===== src/rtl/hbus_pkg.sv =====
package hbus_pkg;

   typedef struct packed {
      logic muxed;
      logic narrow;
      logic rdy_pos;
   } bus_mode_t;

   localparam int unsigned NARROW_W    = 8;
   localparam int unsigned NARROW_SBIT = 2;

endpackage


===== src/rtl/hbus_sync.sv =====
module hbus_sync #(
   parameter int unsigned WIDTH  = 1,
   parameter int unsigned STAGES = 2,
   parameter logic [WIDTH-1:0] INIT = '0
) (
   input  logic             clk,
   input  logic             rst_n,
   input  logic [WIDTH-1:0] d,
   output logic [WIDTH-1:0] q
);

   if (STAGES < 2) begin : g_bad_stages
      $error("hbus_sync: STAGES must be at least 2");
   end

   logic [WIDTH-1:0] stage_q [STAGES];

   always_ff @(posedge clk or negedge rst_n) begin
      if (!rst_n) begin
         for (int s = 0; s < STAGES; s++) stage_q[s] <= INIT;
      end else begin
         stage_q[0] <= d;
         for (int s = 1; s < STAGES; s++) stage_q[s] <= stage_q[s-1];
      end
   end

   assign q = stage_q[STAGES-1];

endmodule


===== src/rtl/hbus_cfg.sv =====
module hbus_cfg
   import hbus_pkg::*;
(
   input  logic      clk,
   input  logic      rst_n,
   input  logic      as_rise,
   input  logic      cfg_wr,
   input  logic      narrow_req,
   input  logic      chan_lvl,
   output logic      as_seen,
   output logic      locked,
   output bus_mode_t mode
);

   always_ff @(posedge clk or negedge rst_n) begin
      if (!rst_n) begin
         as_seen <= 1'b0;
         locked  <= 1'b0;
         mode    <= '0;
      end else begin
         if (!locked && as_rise) as_seen <= 1'b1;
         if (cfg_wr && !locked) begin
            locked       <= 1'b1;
            mode.muxed   <= as_seen | as_rise;
            mode.narrow  <= narrow_req;
            mode.rdy_pos <= chan_lvl;
         end
      end
   end

endmodule


===== src/rtl/hbus_decode.sv =====
module hbus_decode
   import hbus_pkg::*;
#(
   parameter int unsigned ADDR_W = 4,
   parameter int unsigned DATA_W = 16,
   parameter int unsigned TX_IDX = 14,
   parameter int unsigned RX_IDX = 15
) (
   input  logic              clk,
   input  logic              rst_n,
   input  logic              as_n_s,
   input  logic              ds_n_s,
   input  logic              rd_n_s,
   input  logic              wr_n_s,
   input  logic              cs_n_s,
   input  logic              iack_n_s,
   input  logic              rw_s,
   input  logic              chan_s,
   input  logic              dc_s,
   input  logic [DATA_W-1:0] ad_s,
   input  logic [ADDR_W-1:0] addr_s,
   input  logic              locked,
   input  logic              as_seen,
   input  logic              mode_muxed,
   input  logic              mode_narrow,
   output logic              as_rise,
   output logic              cfg_wr,
   output logic              narrow_req,
   output logic              reg_we,
   output logic              reg_re,
   output logic              iack_pulse,
   output logic [ADDR_W-1:0] reg_addr,
   output logic              reg_chan_a,
   output logic [DATA_W-1:0] reg_wdata,
   output logic              serviced
);

   localparam logic [ADDR_W-1:0] TX_A = ADDR_W'(TX_IDX);
   localparam logic [ADDR_W-1:0] RX_A = ADDR_W'(RX_IDX);
   localparam int unsigned HI_W = DATA_W - NARROW_W - 1;

   logic              as_prev, strobe_prev, cs_lat;
   logic [ADDR_W-1:0] addr_lat;
   logic              muxed_now, cs_on, strobe_on, start;
   logic              is_wr, is_rd, is_iack, acc_wr, acc_rd, iack_go;
   logic [ADDR_W-1:0] addr_pick;
   logic [DATA_W-1:0] wdata_pick;

   assign as_rise   = as_n_s & ~as_prev;
   assign muxed_now = locked ? mode_muxed : as_seen;
   assign cs_on     = muxed_now ? cs_lat : ~cs_n_s;
   assign strobe_on = ~ds_n_s | ~rd_n_s | ~wr_n_s;
   assign start     = strobe_on & ~strobe_prev;
   assign is_wr     = ~wr_n_s | (~ds_n_s & ~rw_s);
   assign is_rd     = ~rd_n_s | (~ds_n_s & rw_s);
   assign is_iack   = ~iack_n_s & is_rd;

   assign cfg_wr  = start & is_wr & ~is_rd & cs_on & ~locked;
   assign acc_wr  = start & is_wr & ~is_rd & cs_on & locked;
   assign acc_rd  = start & is_rd & ~is_iack & cs_on & locked;
   assign iack_go = start & is_iack;

   assign narrow_req = ad_s[DATA_W-1] & ~(|ad_s[DATA_W-2 -: HI_W]) & ~ad_s[NARROW_SBIT];

   always_comb begin
      if (dc_s)           addr_pick = is_wr ? TX_A : RX_A;
      else if (muxed_now) addr_pick = addr_lat;
      else                addr_pick = addr_s;
   end

   always_comb begin
      wdata_pick = ad_s;
      if (mode_narrow) wdata_pick[DATA_W-1:NARROW_W] = '0;
   end

   always_ff @(posedge clk or negedge rst_n) begin
      if (!rst_n) begin
         as_prev     <= 1'b1;
         strobe_prev <= 1'b0;
         cs_lat      <= 1'b0;
         addr_lat    <= '0;
         reg_we      <= 1'b0;
         reg_re      <= 1'b0;
         iack_pulse  <= 1'b0;
         reg_addr    <= '0;
         reg_chan_a  <= 1'b0;
         reg_wdata   <= '0;
         serviced    <= 1'b0;
      end else begin
         as_prev     <= as_n_s;
         strobe_prev <= strobe_on;
         if (as_rise) begin
            addr_lat <= ad_s[ADDR_W-1:0];
            cs_lat   <= ~cs_n_s;
         end
         reg_we     <= acc_wr;
         reg_re     <= acc_rd;
         iack_pulse <= iack_go;
         if (acc_wr || acc_rd) begin
            reg_addr   <= addr_pick;
            reg_chan_a <= chan_s;
            reg_wdata  <= wdata_pick;
         end
         if (!strobe_on)                                  serviced <= 1'b0;
         else if (cfg_wr || acc_wr || acc_rd || iack_go) serviced <= 1'b1;
      end
   end

endmodule


===== src/rtl/hbus_regstub.sv =====
module hbus_regstub #(
   parameter int unsigned ADDR_W = 4,
   parameter int unsigned DATA_W = 16
) (
   input  logic              clk,
   input  logic              rst_n,
   input  logic              we,
   input  logic [ADDR_W-1:0] addr,
   input  logic              chan_a,
   input  logic [DATA_W-1:0] wdata,
   output logic [DATA_W-1:0] rdata
);

   localparam int unsigned NREG  = 2 ** ADDR_W;
   localparam int unsigned NCHAN = 2;

   logic [NCHAN-1:0][DATA_W-1:0] ch_rdata;

   for (genvar ch = 0; ch < NCHAN; ch++) begin : g_bank
      logic [DATA_W-1:0] mem [NREG];
      always_ff @(posedge clk or negedge rst_n) begin
         if (!rst_n) begin
            for (int i = 0; i < NREG; i++) mem[i] <= '0;
         end else if (we && (chan_a == (ch == 1))) begin
            mem[addr] <= wdata;
         end
      end
      assign ch_rdata[ch] = mem[addr];
   end

   assign rdata = chan_a ? ch_rdata[1] : ch_rdata[0];

endmodule


===== src/rtl/hbus_autocfg.sv =====
module hbus_autocfg
   import hbus_pkg::*;
#(
   parameter int unsigned ADDR_W      = 4,
   parameter int unsigned DATA_W      = 16,
   parameter int unsigned TX_IDX      = 14,
   parameter int unsigned RX_IDX      = 15,
   parameter int unsigned SYNC_STAGES = 2
) (
   input  logic              clk,
   input  logic              rst_n,
   input  logic              as_n,
   input  logic              ds_n,
   input  logic              rw,
   input  logic              rd_n,
   input  logic              wr_n,
   input  logic              cs_n,
   input  logic              chan_sel,
   input  logic              dc_sel,
   input  logic              iack_n,
   input  logic [ADDR_W-1:0] addr_in,
   input  logic [DATA_W-1:0] ad_in,
   output logic [DATA_W-1:0] ad_out,
   output logic              ad_oe,
   output logic              wait_rdy,
   output logic              iack_pulse,
   output logic              reg_we,
   output logic              reg_re,
   output logic [ADDR_W-1:0] reg_addr,
   output logic              reg_chan_a,
   output logic [DATA_W-1:0] reg_wdata,
   output logic              cfg_done,
   output logic              mode_muxed,
   output logic              mode_narrow,
   output logic              rdy_sense
);

   localparam int unsigned NREG  = 2 ** ADDR_W;
   localparam int unsigned CTL_W = 9;

   if (DATA_W != 16) begin : g_bad_data_w
      $error("hbus_autocfg: DATA_W must be 16");
   end
   if (TX_IDX >= NREG || RX_IDX >= NREG || TX_IDX == RX_IDX) begin : g_bad_idx
      $error("hbus_autocfg: data register indices invalid");
   end

   logic [CTL_W-1:0]  ctl_raw, ctl_s;
   logic [DATA_W-1:0] ad_s;
   logic [ADDR_W-1:0] addr_s;
   logic              as_rise, cfg_wr, narrow_req, as_seen, locked, serviced;
   bus_mode_t         mode;
   logic [DATA_W-1:0] stub_rdata, rd_mask;
   logic              oe_q;
   logic [DATA_W-1:0] out_q;

   assign ctl_raw = {as_n, ds_n, rd_n, wr_n, cs_n, iack_n, rw, chan_sel, dc_sel};

   hbus_sync #(.WIDTH(CTL_W), .STAGES(SYNC_STAGES), .INIT(9'b111111_100)) u_sync_ctl (
      .clk(clk), .rst_n(rst_n), .d(ctl_raw), .q(ctl_s));
   hbus_sync #(.WIDTH(DATA_W), .STAGES(SYNC_STAGES), .INIT('0)) u_sync_ad (
      .clk(clk), .rst_n(rst_n), .d(ad_in), .q(ad_s));
   hbus_sync #(.WIDTH(ADDR_W), .STAGES(SYNC_STAGES), .INIT('0)) u_sync_addr (
      .clk(clk), .rst_n(rst_n), .d(addr_in), .q(addr_s));

   hbus_decode #(.ADDR_W(ADDR_W), .DATA_W(DATA_W), .TX_IDX(TX_IDX), .RX_IDX(RX_IDX)) u_decode (
      .clk(clk), .rst_n(rst_n),
      .as_n_s(ctl_s[8]), .ds_n_s(ctl_s[7]), .rd_n_s(ctl_s[6]), .wr_n_s(ctl_s[5]),
      .cs_n_s(ctl_s[4]), .iack_n_s(ctl_s[3]), .rw_s(ctl_s[2]), .chan_s(ctl_s[1]),
      .dc_s(ctl_s[0]), .ad_s(ad_s), .addr_s(addr_s),
      .locked(locked), .as_seen(as_seen),
      .mode_muxed(mode.muxed), .mode_narrow(mode.narrow),
      .as_rise(as_rise), .cfg_wr(cfg_wr), .narrow_req(narrow_req),
      .reg_we(reg_we), .reg_re(reg_re), .iack_pulse(iack_pulse),
      .reg_addr(reg_addr), .reg_chan_a(reg_chan_a), .reg_wdata(reg_wdata),
      .serviced(serviced));

   hbus_cfg u_cfg (
      .clk(clk), .rst_n(rst_n), .as_rise(as_rise), .cfg_wr(cfg_wr),
      .narrow_req(narrow_req), .chan_lvl(ctl_s[1]),
      .as_seen(as_seen), .locked(locked), .mode(mode));

   hbus_regstub #(.ADDR_W(ADDR_W), .DATA_W(DATA_W)) u_regs (
      .clk(clk), .rst_n(rst_n), .we(reg_we), .addr(reg_addr),
      .chan_a(reg_chan_a), .wdata(reg_wdata), .rdata(stub_rdata));

   always_comb begin
      rd_mask = '1;
      if (mode.narrow) rd_mask[DATA_W-1:NARROW_W] = '0;
   end

   always_ff @(posedge clk or negedge rst_n) begin
      if (!rst_n) begin
         out_q <= '0;
         oe_q  <= 1'b0;
      end else begin
         if (reg_re) begin
            out_q <= stub_rdata & rd_mask;
            oe_q  <= 1'b1;
         end else if (!serviced) begin
            oe_q <= 1'b0;
         end
      end
   end

   assign ad_out      = out_q;
   assign ad_oe       = oe_q;
   assign wait_rdy    = mode.rdy_pos ? serviced : ~serviced;
   assign cfg_done    = locked;
   assign mode_muxed  = mode.muxed;
   assign mode_narrow = mode.narrow;
   assign rdy_sense   = mode.rdy_pos;

endmodule


===== config.mk =====
export PLATFORM = sky130hd
export DESIGN_NAME = hbus_autocfg
export DESIGN_NICKNAME = d
export VERILOG_FILES = /design/src/rtl/hbus_pkg.sv /design/src/rtl/hbus_sync.sv /design/src/rtl/hbus_cfg.sv /design/src/rtl/hbus_decode.sv /design/src/rtl/hbus_regstub.sv /design/src/rtl/hbus_autocfg.sv
export SDC_FILE = /design/constraint.sdc
export NUM_CORES = 1
export LEC_CHECK = 0
export ABC_AREA = 1
export ABC_CLOCK_PERIOD_IN_PS = 2400
export BUFFER_PORTS_ARGS = -buffer_cell sky130_fd_sc_hd__buf_4
export CAP_MARGIN = 20
export CORE_MARGIN = 2
export CORE_UTILIZATION = 45
export CTS_BUF_LIST = sky130_fd_sc_hd__clkbuf_16
export DETAILED_ROUTE_END_ITERATION = 10
export GPL_ROUTABILITY_DRIVEN = 0
export PLACE_DENSITY = 0.66
export SYNTH_ARGS = -nofsm -noshare
export SYNTH_HDL_FRONTEND = slang
export SYNTH_SLANG_ARGS = --single-unit

===== constraint.sdc =====
create_clock -name clk -period 2.4 [get_ports clk]
set_input_delay 0.48 -clock clk [delete_from_list [all_inputs] [get_ports clk]]
set_output_delay 0.48 -clock clk [all_outputs]
set_load 0.01 [all_outputs]

# Word-level counts from Yosys, hierarchy flattened
# Cells that the tools add are included.
word_totals:
  ff_bits: 624
  elab_cells: 133
  output_inout_bits: 46
  input_bits: 31
op_classes:
  magnitude_cmp: 2
  eq_ne: 2
  n_reduce_logical: 11
  bitwise: 39
  mux: 23
ops:
  columns: ["cell", "n"]
  rows:
  - ["$bwmux W256", 2]
  - ["$bmux W16 S4", 2]
  - ["$mux W16", 6]
  - ["$demux W16 S4", 1]
  - ["$and A1 B1 Y1", 17]
  - ["$and A16 B16 Y16", 1]
  - ["$mux W8", 2]
  - ["$not A1 Y1", 15]
  - ["$mux W1", 8]
  - ["$mux W4", 2]
  - ["$reduce_or A7 Y1", 1]
  - ["$ge A5 B5 Y1 const B", 1]
  - ["$logic_and A1 B1 Y1", 5]
  - ["$lt A5 B1 Y1 const B", 1]
  - ["$not A4 Y5", 1]
  - ["$or A1 B1 Y1", 5]
  - ["$logic_or A1 B1 Y1", 4]
  - ["$ne A2 B1 Y1 const B", 1]
  - ["$ne A2 B2 Y1 const B", 1]
  - ["$logic_not A1 Y1", 1]

# Longest topological paths before layout
# Gate-level depths: netlist (run 1).
logic_depth:
  word_depth: 13
  depth_mapped: 14
  mapped_depth_nobuf: 11

# Cells and area by module
# Synthesis (run 1) repeated with hierarchy kept, for this count alone.
unflattened:
  cells_unflattened: 3551
  hier_area_um2: 27709.1
modules_own_cells:
  columns: ["mod", "cells_each", "n_inst", "area_per_inst_um2"]
  rows:
  - ["hbus_regstub", 3171, 1, 23648.9]
  - ["hbus_decode", 193, 1, 1488.9]
  - ["hbus_sync at u_sync_ad", 48, 1, 920.9]
  - ["hbus_autocfg", 77, 1, 688.2]
  - ["hbus_sync at u_sync_ctl", 27, 1, 535.5]
  - ["hbus_sync at u_sync_addr", 12, 1, 230.2]
  - ["hbus_cfg", 23, 1, 196.4]

# Least setup slack after synthesis (run 1)
# No wires, ideal clock.
synth_path:
  kind: "reg2reg"
  start: "register u_sync_ctl.stage_q (netlist bit u_sync_ctl.q[7])"
  end: "register u_decode.reg_wdata[5]"
  setup_ns: 0.135
  stages_incl_launch_ff: 9
  path_buffers: 1
  path_slack_ns: 0.791
  period_less_slack_ns: 1.609
  arrival_time_ns: 1.473
  required_ns: 2.265
  cell_sequence: "dfstp_2 -> inv_1 -> a21boi_0 -> nand2_1 -> nor2_1 -> nand3_1 -> nand2_2 -> buf_2 -> o21ai_0"
synth_between:
  elab_chain_len: 9
synth_rtl:
  columns: ["item", "line", "rtl"]
  rows:
  - ["start, declared", "hbus_sync.sv:16", "logic [WIDTH-1:0] stage_q [STAGES];"]
  - ["$not A1 Y1 *", "hbus_decode.sv:52, hbus_decode.sv:54, hbus_decode.sv:55", null]
  - ["$or A1 B1 Y1 or $and A1 B1 Y1 (tied branches)", "hbus_decode.sv:52, hbus_decode.sv:55", null]
  - ["$or A1 B1 Y1 (on tied branches)", "hbus_decode.sv:52, hbus_decode.sv:55", null]
  - ["$and A1 B1 Y1 (on tied branches)", "hbus_decode.sv:53, hbus_decode.sv:56", null]
  - ["$and A1 B1 Y1 (tied with other cells)", "hbus_decode.sv:59", "assign acc_wr = start & is_wr & ~is_rd & cs_on & locked;"]
  - ["$and A1 B1 Y1 (on tied branches) (3 in series)", "hbus_decode.sv:59, hbus_decode.sv:60", null]
  - ["$logic_or A1 B1 Y1 *", "hbus_decode.sv:99", "if (acc_wr || acc_rd) begin"]
  - ["end signal, assigned", "hbus_decode.sv:102", "reg_wdata <= wdata_pick;"]
  - ["end, declared", "hbus_decode.sv:34", "output logic [DATA_W-1:0] reg_wdata,"]
# Every way passes the cells marked *; elsewhere a longest branch is shown, timed or not.
# A chain may end at the register's enable or synchronous reset.

# Final worst setup path (run 1)
layout_path:
  start: "register u_decode.reg_addr[0]"
  end: "output port reg_addr[0]"
layout_rtl:
  columns: ["item", "line", "rtl"]
  rows:
  - ["start, declared", "hbus_decode.sv:32", "output logic [ADDR_W-1:0] reg_addr,"]
  - ["start signal, assigned", "hbus_decode.sv:100", "reg_addr <= addr_pick;"]
  - ["end, declared", "hbus_autocfg.sv:29", "output logic [ADDR_W-1:0] reg_addr,"]
# No word-level cell between the ends.

==> results of run 1 <==
-- flip-flops by register name, indices dropped and copies added, names as in the netlist, 3 cells and up --
name	count
u_regs.g_bank.mem	512
ad_out	16
u_decode.reg_wdata	16
u_sync_ad.q	16
u_sync_ad.stage_q	16
u_sync_ctl.q	9
u_sync_ctl.stage_q	9
u_decode.addr_lat	4
u_decode.reg_addr	4
u_sync_addr.q	4
u_sync_addr.stage_q	4
u_cfg.mode	3
-- cell usage after synthesis (4+ instances only) --
| library cell | number |
|---|---|
| buf_1 | 13 |
| nor2_2 | 7 |
| nor2_1 | 111 |
| clkbuf_1 | 149 |
| o21ai_1 | 236 |
| inv_1 | 37 |
| dfstp_2 | 15 |
| nand2_1 | 1707 |
| dfrtp_1 | 609 |
| nor2_4 | 5 |
| buf_2 | 74 |
| o21ai_0 | 298 |
| a21oi_1 | 32 |
| nand3_1 | 83 |
| buf_4 | 4 |
| inv_2 | 10 |
-- per-stage QoR --
| step | setup WS, ns | hold slack [ns] | util | total power [W] |
|---|---|---|---|---|
| detailed placement | 0.1655 | 0.3347 | 0.4879 | 0.01641 |
| global route | 0.03990 | 0.3511 | 0.5272 | 0.02692 |
| CTS | 0.07879 | 0.3475 | 0.5272 | 0.02612 |
| floorplan | 0.7914 | 0.1844 | - | 0.01361 |
| finish | 0.09457 | 0.3476 | 0.5272 | 0.02600 |
| global placement | 0.1797 | 0.3313 | 0.4879 | 0.01640 |
-- per-layer routing --
metal,share of wire,vias to the layer above,global-route usage
met5,0,-,0
met3,0.069,141,0.05099
met2,0.45,730,0.4089
met4,0.035,0,0.09260
met1,0.45,10850,0.3703
li1,-,10850,-
-- power by group --
group          internal (W)  switching, W
Sequential           0.0108      0.000262
Clock               0.00544       0.00425
Combinational       0.00125       0.00404
Total                0.0175       0.00855
-- worst max-delay path, cell delays in order (launching register included) --
cell and delay [ns]:
dfrtp_4 0.54, buf_12 0.24, buf_4 0.24, buf_4 0.16
-- final cells by class --
cell class / instances / area, sq um
tap: 773 / 967.2
clock buffer: 69 / 1727
sequential: 624 / 15640
inverter: 51 / 197.7
multi-input combinational: 2489 / 10250
fill: 5506 / 28010
timing repair buffer: 230 / 2147
clock inverter: 53 / 299.0
-- path summary, 6_finish.rpt --
path,from,end,cells past startpoint
worst max-delay path,u_decode.reg_addr[0],reg_addr[0],3
worst min-delay path,u_sync_ad.stage_q[22],u_sync_ad.q[6],0
worst max register to register,u_decode.reg_addr[0],ad_out[11],13
worst min register to register,u_sync_ad.stage_q[22],u_sync_ad.q[6],0
max in group asynchronous,rst_n,u_regs.g_bank[0].mem[90],3
min in group asynchronous,rst_n,u_regs.g_bank[1].mem[205],2
-- cells by family (layout without fill, tap and decap cells) --
kind of cell	count (synthesis)	in the layout	synth area share
muxes	1	1	0.0003696
DFF	624	624	0.5773
and+or+nand+nor	1919	1919	0.2724
xor gates and xnor gates	1	1	0.0003235
AOI/OAI and AO/OA	568	568	0.1052
buffers and inverters	291	403	0.04440
-- repair_timing --
item | 4_1_cts | 5_1_grt
hold buffers | 30 | 0
endpoints found under the setup margin | 0 | 0
endpoints found under the hold margin | 59 | 0
==> out/metrics.cfg, run 1 <==
[sta]
finClkSkew_ns = 0.01566
post-route-min-period_ns = 2.305
tightest_slew_ns = 0.5742
tns_ns = 0
fin_crit_sh = 0.9606
drv_slew = 0
max_freq_mhz = 433.8
hold_viol_final = 0
maxSlewHeadroom = 0.6172
setup_viol = 0
rsz0062_at_grt = no

[final_layout]
mostFrequentLayoutCells = 1707 x nand2_1, 607 x dfrtp_1, 298 x o21ai_0, 236 x o21ai_1, 172 x buf_4
drive_gt1_frac = 0.09357
fin_area_sq_mm = 0.03123
fin_nets = 3495
insertedDiodeCount = 0
fin_cells = 4289
final_common_cell = nand2_1
area_growth_pct = 15.32

[detailed_routing]
drc = 0
finalWirelength_microns = 79990
viasPerCell = 5.262
drt_first_iter_violations = 2347
antenna_left = 0
wire_per_inst_microns = 18.65
via_count = 22570
dr.pass1.iters = 5

[yosys]
syn-num-nets = 3435
synth_warnings = 0
ys_seq_area_frac = 0.5773
synth_edf_count = 0
synth_top_cell_by_area = dfrtp_1
synth_seq_cells = 624
async_flop_share = 1.000
synth_ff_type = dfrtp_1
synthTopCellsByArea = dfrtp_1 56%, nand2_1 24%, o21ai_0 5.5%, o21ai_1 4.4%, clkbuf_1 2.1%
syn_inst = 3404
avgSynthCellArea_sq_um = 7.956
yosysUniqueCellTypes = 27
synth.top_cell.area_share = 0.5627
syn-cell-area_sq_mm = 0.02708

[power_and_ir_drop]
powerDensity_mw_per_mm2 = 832.6
p_leak_nw = 15.40
peakVddDrop_mv = 0.6848

[grt]
grt_pass1_vias = 21700
overflow = 0
grt_usage = 0.2634
antenna_found_initial = 0
grt_max_degree = 81
grt_first_pass_wirelength_microns = 128000

[cts]
post_cts_buffers = 0
cts_resized = 0
path_clk_slew_ns = 0.06
numCtsBuffers = 68
clockRootBuffer = clkbuf_16
clk_latency_ns = 0.62
clock-sinks = 624
cts_tree = yes
cts.path.max_buffers = 3
htreeDepth = 3

[worst_setup_path]
cp-start-kind = flop
cp.arrival_ns = 1.83
crit_required_ns = 1.92
end_kind = output port
r2r_slack_ns = 0.10
crit_type = flop to output port
cp_max_fo = 38

[hold_path]
hold_path.class = flop to flop

[status]
status = finished clean

[placed_design]
dp_hpwl_microns = 49320
dp_cells = 4137
portBuffers = 76
placed_cell_area_sq_mm = 0.02890

[die]
rows = 89
core_area_sq_mm = 0.05924
die_h_microns = 249.3
die_area_sq_mm = 0.06216
dieWidth_microns = 249.3
ios = 77
initial_core_util = 0.4571

[run]
maxCapViolations = 0

No activity file was read; power rests on OpenSTA's default activity.
==> run 2, diff against run 1 <==
--- a/config.mk
+++ b/config.mk
@@ -5,7 +5,7 @@
 export SDC_FILE = /design/constraint.sdc
 export NUM_CORES = 1
 export LEC_CHECK = 0
-export ABC_AREA = 1
+export ABC_AREA = 0
 export ABC_CLOCK_PERIOD_IN_PS = 2400
 export BUFFER_PORTS_ARGS = -buffer_cell sky130_fd_sc_hd__buf_4
 export CAP_MARGIN = 20
==> out/metrics.cfg, run 2 <==
[status]
status = finished clean

[yosys]
syn-num-nets = 1879
syn-cell-area_sq_mm = 0.02728
synthMuxAreaShare = 0.3259
synth.top_cell.area_share = 0.5586
synth_top_cell_by_area = dfrtp_1
async_flop_share = 1.000
synthTopCellsByArea = dfrtp_1 56%, mux2_2 22%, mux2i_1 5.5%, mux4_2 4.6%, dfstp_2 1.4%
synth-xor-area-share = 0.0003210
synthAdderAreaFrac = 0
synth_seq_cells = 624
yosys.area_share.simple = 0.03238
synth_commonest_cells = 609 x dfrtp_1, 541 x mux2_2, 149 x mux2i_1, 79 x clkbuf_1, 56 x mux4_2
synth_ff_type = dfrtp_1
syn_inst = 1848
synth_compound_area_frac = 0.04068
avgSynthCellArea_sq_um = 14.76
synth_edf_count = 0
synth_top_family_by_area = multiplexers
yosysUniqueCellTypes = 53
ys_seq_area_frac = 0.5731
synth_warnings = 0
yosysMostFrequentCell = dfrtp_1

[grt]
grt_pass1_vias = 17350
overflow = 0
grt_first_pass_wirelength_microns = 105700
grt_usage = 0.2190
grt_max_degree = 69
antenna_found_initial = 0

[worst_setup_path]
crit_family = compound AO/OA/AOI/OAI gates
cp-start-kind = flop
crit_type = flop to flop
rr_endpoint = ad_out[8]
rr_worst_depth = 8
crit_chain = buf_4 > buf_12 > nor2b_1 > buf_12 > a221oi_1 > o21ai_0 > buf_4 > a221oi_1
slowest_delay_ns = 0.50
crit_required_ns = 2.89
cp.arrival_ns = 2.79
reg2reg_from = u_decode.reg_addr[0]
cp_max_fo = 16
r2r_slack_ns = 0.09
end_kind = flop
path_buf_inv = 4
cp_slowest_cell = dfrtp_4

[final_layout]
final_common_cell = dfrtp_1
fin_nets = 2065
drive_gt1_frac = 0.4664
mostFrequentLayoutCells = 606 x dfrtp_1, 541 x mux2_2, 202 x buf_4, 149 x mux2i_1, 71 x clkbuf_16
fin_util = 0.5363
area_growth_pct = 18.22
largest-register = u_regs.g_bank.mem
largest_register_ffs = 512
fin_cells = 2864
n_fill_cell = 4880
insertedDiodeCount = 0
seq_area_sq_mm = 0.01564
multiInputGateArea_sq_mm = 0.01095

[hold_path]
hold_path.class = flop to flop
min_delay_path_depth = 0
whs_endpoint = u_sync_ad.q[6]
worstHoldStart = u_sync_ad.stage_q[22]

[die]
rows = 90
die_area_sq_mm = 0.06261
initial_core_util = 0.4537
dieWidth_microns = 250.2
ios = 77
die_h_microns = 250.2
core_area_sq_mm = 0.06013

[sta]
fin_crit_sh = 0.9614
drv_slew = 0
maxSlewHeadroom = 0.4339
post-route-min-period_ns = 2.307
rsz0062_at_grt = no
setup_viol = 0
setup_ws_ns = 0.09272
whs_ns = 0.3406
tightest_slew_ns = 0.8491
max_freq_mhz = 433.4
hold_viol_final = 0
finClkSkew_ns = 0.01370

[cts]
cts_tree = yes
htreeDepth = 3
clock-sinks = 624
path_clk_slew_ns = 0.06
clockRootBuffer = clkbuf_16
clk_latency_ns = 0.60
cts.path.max_buffers = 3
numCtsBuffers = 66

[detailed_routing]
drt_first_iter_violations = 1129
dr.pass1.iters = 5
wire_per_inst_microns = 23.33
antenna_left = 0
viasPerCell = 5.696
drc = 0
finalWirelength_microns = 66830
via_count = 16310

[power_and_ir_drop]
total_power_w = 0.02722
peakVddDrop_mv = 0.7173
powerDensity_mw_per_mm2 = 843.9
p_leak_nw = 15.28

[placed_design]
pre_cts_slack_ns = -0.06224
dp_cells = 2715
portBuffers = 76
dp_hpwl_microns = 44140

[run]
maxCapViolations = 0

run 2: changes by cell type after synthesis, sizes merged, moves of 18 or more:
cell    change
nand2    -1655
mux2      +541
o21ai     -517
mux2i     +150
nor2       -90
nand3      -79
clkbuf     -70
mux4       +56
inv        -43
a211oi     +27
buf        -18
run 2: per-layer routing:
layer / track usage / share of wire / vias to the layer above
li1: - / - / 7148
met1: 0.3066 / 0.46 / 8751
met2: 0.3589 / 0.49 / 325
met3: 0.02993 / 0.033 / 90
met4: 0.06228 / 0.020 / 0
met5: 0 / 0 / -
run 2: what timing repair did:
item | in CTS | in global routing
endpoints found under the hold margin | 68 | 0
hold buffers | 30 | 0
gates resized for setup | 1 | 13
setup buffers | 3 | 0
endpoints found under the setup margin | 8 | 24
pin swaps | 0 | 0
run 2: final cells by class:
| cell class | instances | area share |
|---|---|---|
| Multi-Input combinational cell | 1066 | 0.3394 |
| Clock buffer | 71 | 0.05509 |
| Inverter | 6 | 0.0006983 |
| Clock inverter | 45 | 0.009699 |
| Tap cell | 782 | 0.03034 |
| Timing Repair Buffer | 270 | 0.07976 |
| Sequential cell | 624 | 0.4850 |
run 2: kinds of logic (layout without fill, tap and decap cells):
logic type,after synthesis,in the layout
AOI/OAI and AO/OA,155,155
DFF,624,624
buffers and inverters,158,392
muxes,748,748
and+or+nand+nor,162,162
xor gates and xnor gates,1,1
run 2: worst register-to-register path, delay by kind of cell, from the launching register on:
| family | cells | cell delay, ns |
|---|---|---|
| buffers and inverters | 4 | 0.69 |
| AO/OA/AOI/OAI | 3 | 0.82 |
| AND/OR/NAND/NOR | 1 | 0.18 |
| flip-flops | 1 | 0.50 |
run 2: per-stage QoR:
stage | area, sq um | TNS (ns)
after global routing | 32250 | 0
after floorplan | 27280 | 0
after CTS | 32210 | 0
after global placement | 29780 | -0.09560
final | 32250 | 0
after detailed placement | 29780 | -0.1146
run 2: worst max-delay path by stage:
| stage | startpoint | to | slack (ns) | cells after the start |
|---|---|---|---|---|
| floorplan | u_decode.reg_chan_a | u_regs.g_bank[0].mem[10] | 0.25 | 8 |
| global placement | u_decode.reg_addr[0] | ad_out[2] | -0.05 | 6 |
| detailed placement | u_decode.reg_addr[0] | ad_out[12] | -0.06 | 7 |
| CTS | u_decode.reg_wdata[14] | reg_wdata[14] | 0.002 | 1 |
| global route | u_decode.reg_addr[0] | ad_out[11] | 0.0001 | 6 |
| finish | u_decode.reg_addr[0] | ad_out[8] | 0.09 | 8 |
run 2: where the power goes:
part / switching (W) / total (W) / leakage [nW] / internal (W)
registers: 0.000489 / 0.0113 / 8.52 / 0.0108
clock network: 0.00416 / 0.00991 / 1.04 / 0.00575
logic: 0.00363 / 0.00602 / 5.71 / 0.00239
total: 0.00827 / 0.0272 / 15.3 / 0.0189
==> run 3, diff against run 2 <==
--- a/config.mk
+++ b/config.mk
@@ -7,14 +7,14 @@
 export LEC_CHECK = 0
 export ABC_AREA = 0
 export ABC_CLOCK_PERIOD_IN_PS = 2400
-export BUFFER_PORTS_ARGS = -buffer_cell sky130_fd_sc_hd__buf_4
 export CAP_MARGIN = 20
 export CORE_MARGIN = 2
 export CORE_UTILIZATION = 45
 export CTS_BUF_LIST = sky130_fd_sc_hd__clkbuf_16
 export DETAILED_ROUTE_END_ITERATION = 10
+export DONT_BUFFER_PORTS = 1
 export GPL_ROUTABILITY_DRIVEN = 0
-export PLACE_DENSITY = 0.66
+export PLACE_DENSITY = 0.65
 export SYNTH_ARGS = -nofsm -noshare
 export SYNTH_HDL_FRONTEND = slang
 export SYNTH_SLANG_ARGS = --single-unit
==> out/metrics.cfg, run 3 (synthesized netlist as in run 2, its figures left out) <==
[sta]
fin_crit_sh = 0.9879
rsz0062_at_grt = no
finClkSkew_ns = 0.03316
whs_ns = -0.3695
post-route-min-period_ns = 2.371
tns_ns = 0
setup_viol = 0
drv_slew = 358
tightest_slew_ns = 2.274
maxSlewHeadroom = -0.5160
max_freq_mhz = 421.8
hold_viol_final = 356

[detailed_routing]
antenna_left = 0
dr.pass1.iters = 5
finalWirelength_microns = 66310
drt_first_iter_violations = 1037
wire_per_inst_microns = 24.02
via_count = 15850
viasPerCell = 5.739
drc = 0

[placed_design]
placed_cell_area_sq_mm = 0.02885
dp_hpwl_microns = 42720
dp_cells = 2609
portBuffers = 0

[cts]
clockRootBuffer = clkbuf_16
cts_tree = yes
clk_latency_ns = 0.62
path_clk_slew_ns = 0.06
clock-sinks = 624
cts.path.max_buffers = 3
cts_hold_buf = 29
htreeDepth = 3
numCtsBuffers = 67

[final_layout]
area_growth_pct = 14.53
multiInputGateArea_sq_mm = 0.01095
final_common_cell = dfrtp_1
seq_area_sq_mm = 0.01564
n_fill_cell = 4970
mostFrequentLayoutCells = 607 x dfrtp_1, 541 x mux2_2, 149 x mux2i_1, 106 x buf_4, 68 x clkbuf_16
fin_area_sq_mm = 0.03125
fin_cells = 2761
largest_register_ffs = 512
insertedDiodeCount = 0
drive_gt1_frac = 0.4366
fin_util = 0.5196
largest-register = u_regs.g_bank.mem
fin_nets = 1959

[worst_setup_path]
crit_type = flop to flop
cp_max_fo = 27
crit_chain = buf_12 > mux4_2 > a2bb2oi_1 > buf_4 > a211oi_1 > a211oi_1
slowest_delay_ns = 0.55
crit_family = compound AO/OA/AOI/OAI gates
cp_slowest_cell = mux4_2
path_buf_inv = 2
worst_path_most_repeated_cell = a211oi_1
end_kind = flop
crit_required_ns = 2.86
cp.arrival_ns = 2.83
cp-start-kind = flop

[die]
die_h_microns = 250.2
dieWidth_microns = 250.2
die_area_sq_mm = 0.06261
ios = 77
rows = 90
core_area_sq_mm = 0.06013
initial_core_util = 0.4537

[grt]
overflow = 0
grt_pass1_vias = 16870
grt_usage = 0.2167
grt_first_pass_wirelength_microns = 103500
grt_max_degree = 625
antenna_found_initial = 0

[status]
violations = negative hold slack, max-slew violations
status = complete, but fails checks

[power_and_ir_drop]
p_leak_nw = 14.69
peakVddDrop_mv = 0.8547
powerDensity_mw_per_mm2 = 845.3

[hold_path]
hold_path.class = input port to asynchronous set/reset pin

[run]
maxCapViolations = 0

## run 3: through the flow
stage	total power, W	setup WS, ns
3_5_place_dp	0.01684	-0.06670
4_1_cts	0.02655	0.001206
5_1_grt	0.02746	0.002474
2_1_floorplan	0.01455	0.2500
6_report	0.02641	0.02894
3_3_place_gp	0.01676	-0.05123
## run 3: what timing repair did
action                                  in CTS  in global routing
endpoints found under the setup margin       4                 14
buffers inserted                             0                  2
pin swaps                                    0                  1
gates resized for setup                      4                 10
hold endpoints to repair                   653                624
## run 3: report_power, final
group	internal, W	switching (W)	leakage, nW
combinational	0.00214	0.00340	5.13
sequential	0.0108	0.000466	8.52
clock	0.00538	0.00423	1.04
## run 3: final cells by class
cell class                      instances  area share
Multi-Input combinational cell       1066      0.3503
Clock inverter                         52    0.009971
Inverter                                6   0.0007208
Tap cell                              782     0.03131
Sequential cell                       624      0.5006
Clock buffer                           68     0.05446
Timing Repair Buffer                  163     0.05266
## run 3: final timing paths
path | from | slack, ns | cells past startpoint | endpoint
min | rst_n | -0.37 | 0 | u_sync_ad.stage_q[20]
max | u_decode.reg_addr[0] | 0.03 | 6 | ad_out[5]
max reg2reg | u_decode.reg_addr[0] | 0.03 | 6 | ad_out[5]
min in group clk | u_sync_ad.stage_q[21] | 0.35 | 0 | u_sync_ad.q[5]
max in group asynchronous | rst_n | 1.02 | 0 | u_regs.g_bank[0].mem[247]
min reg2reg | u_sync_ad.stage_q[21] | 0.35 | 0 | u_sync_ad.q[5]
## run 3: per-layer routing
metal  routed length, microns  vias to the layer above  global-route usage  part of all wire
met5                        0                        -                   0                 0
met4                     1795                        0             0.07579             0.027
met3                     3107                      113             0.03814             0.047
met2                    31980                      335              0.3492              0.48
met1                    29430                     8469              0.2971              0.44
li1                         -                     6928                   -                 -
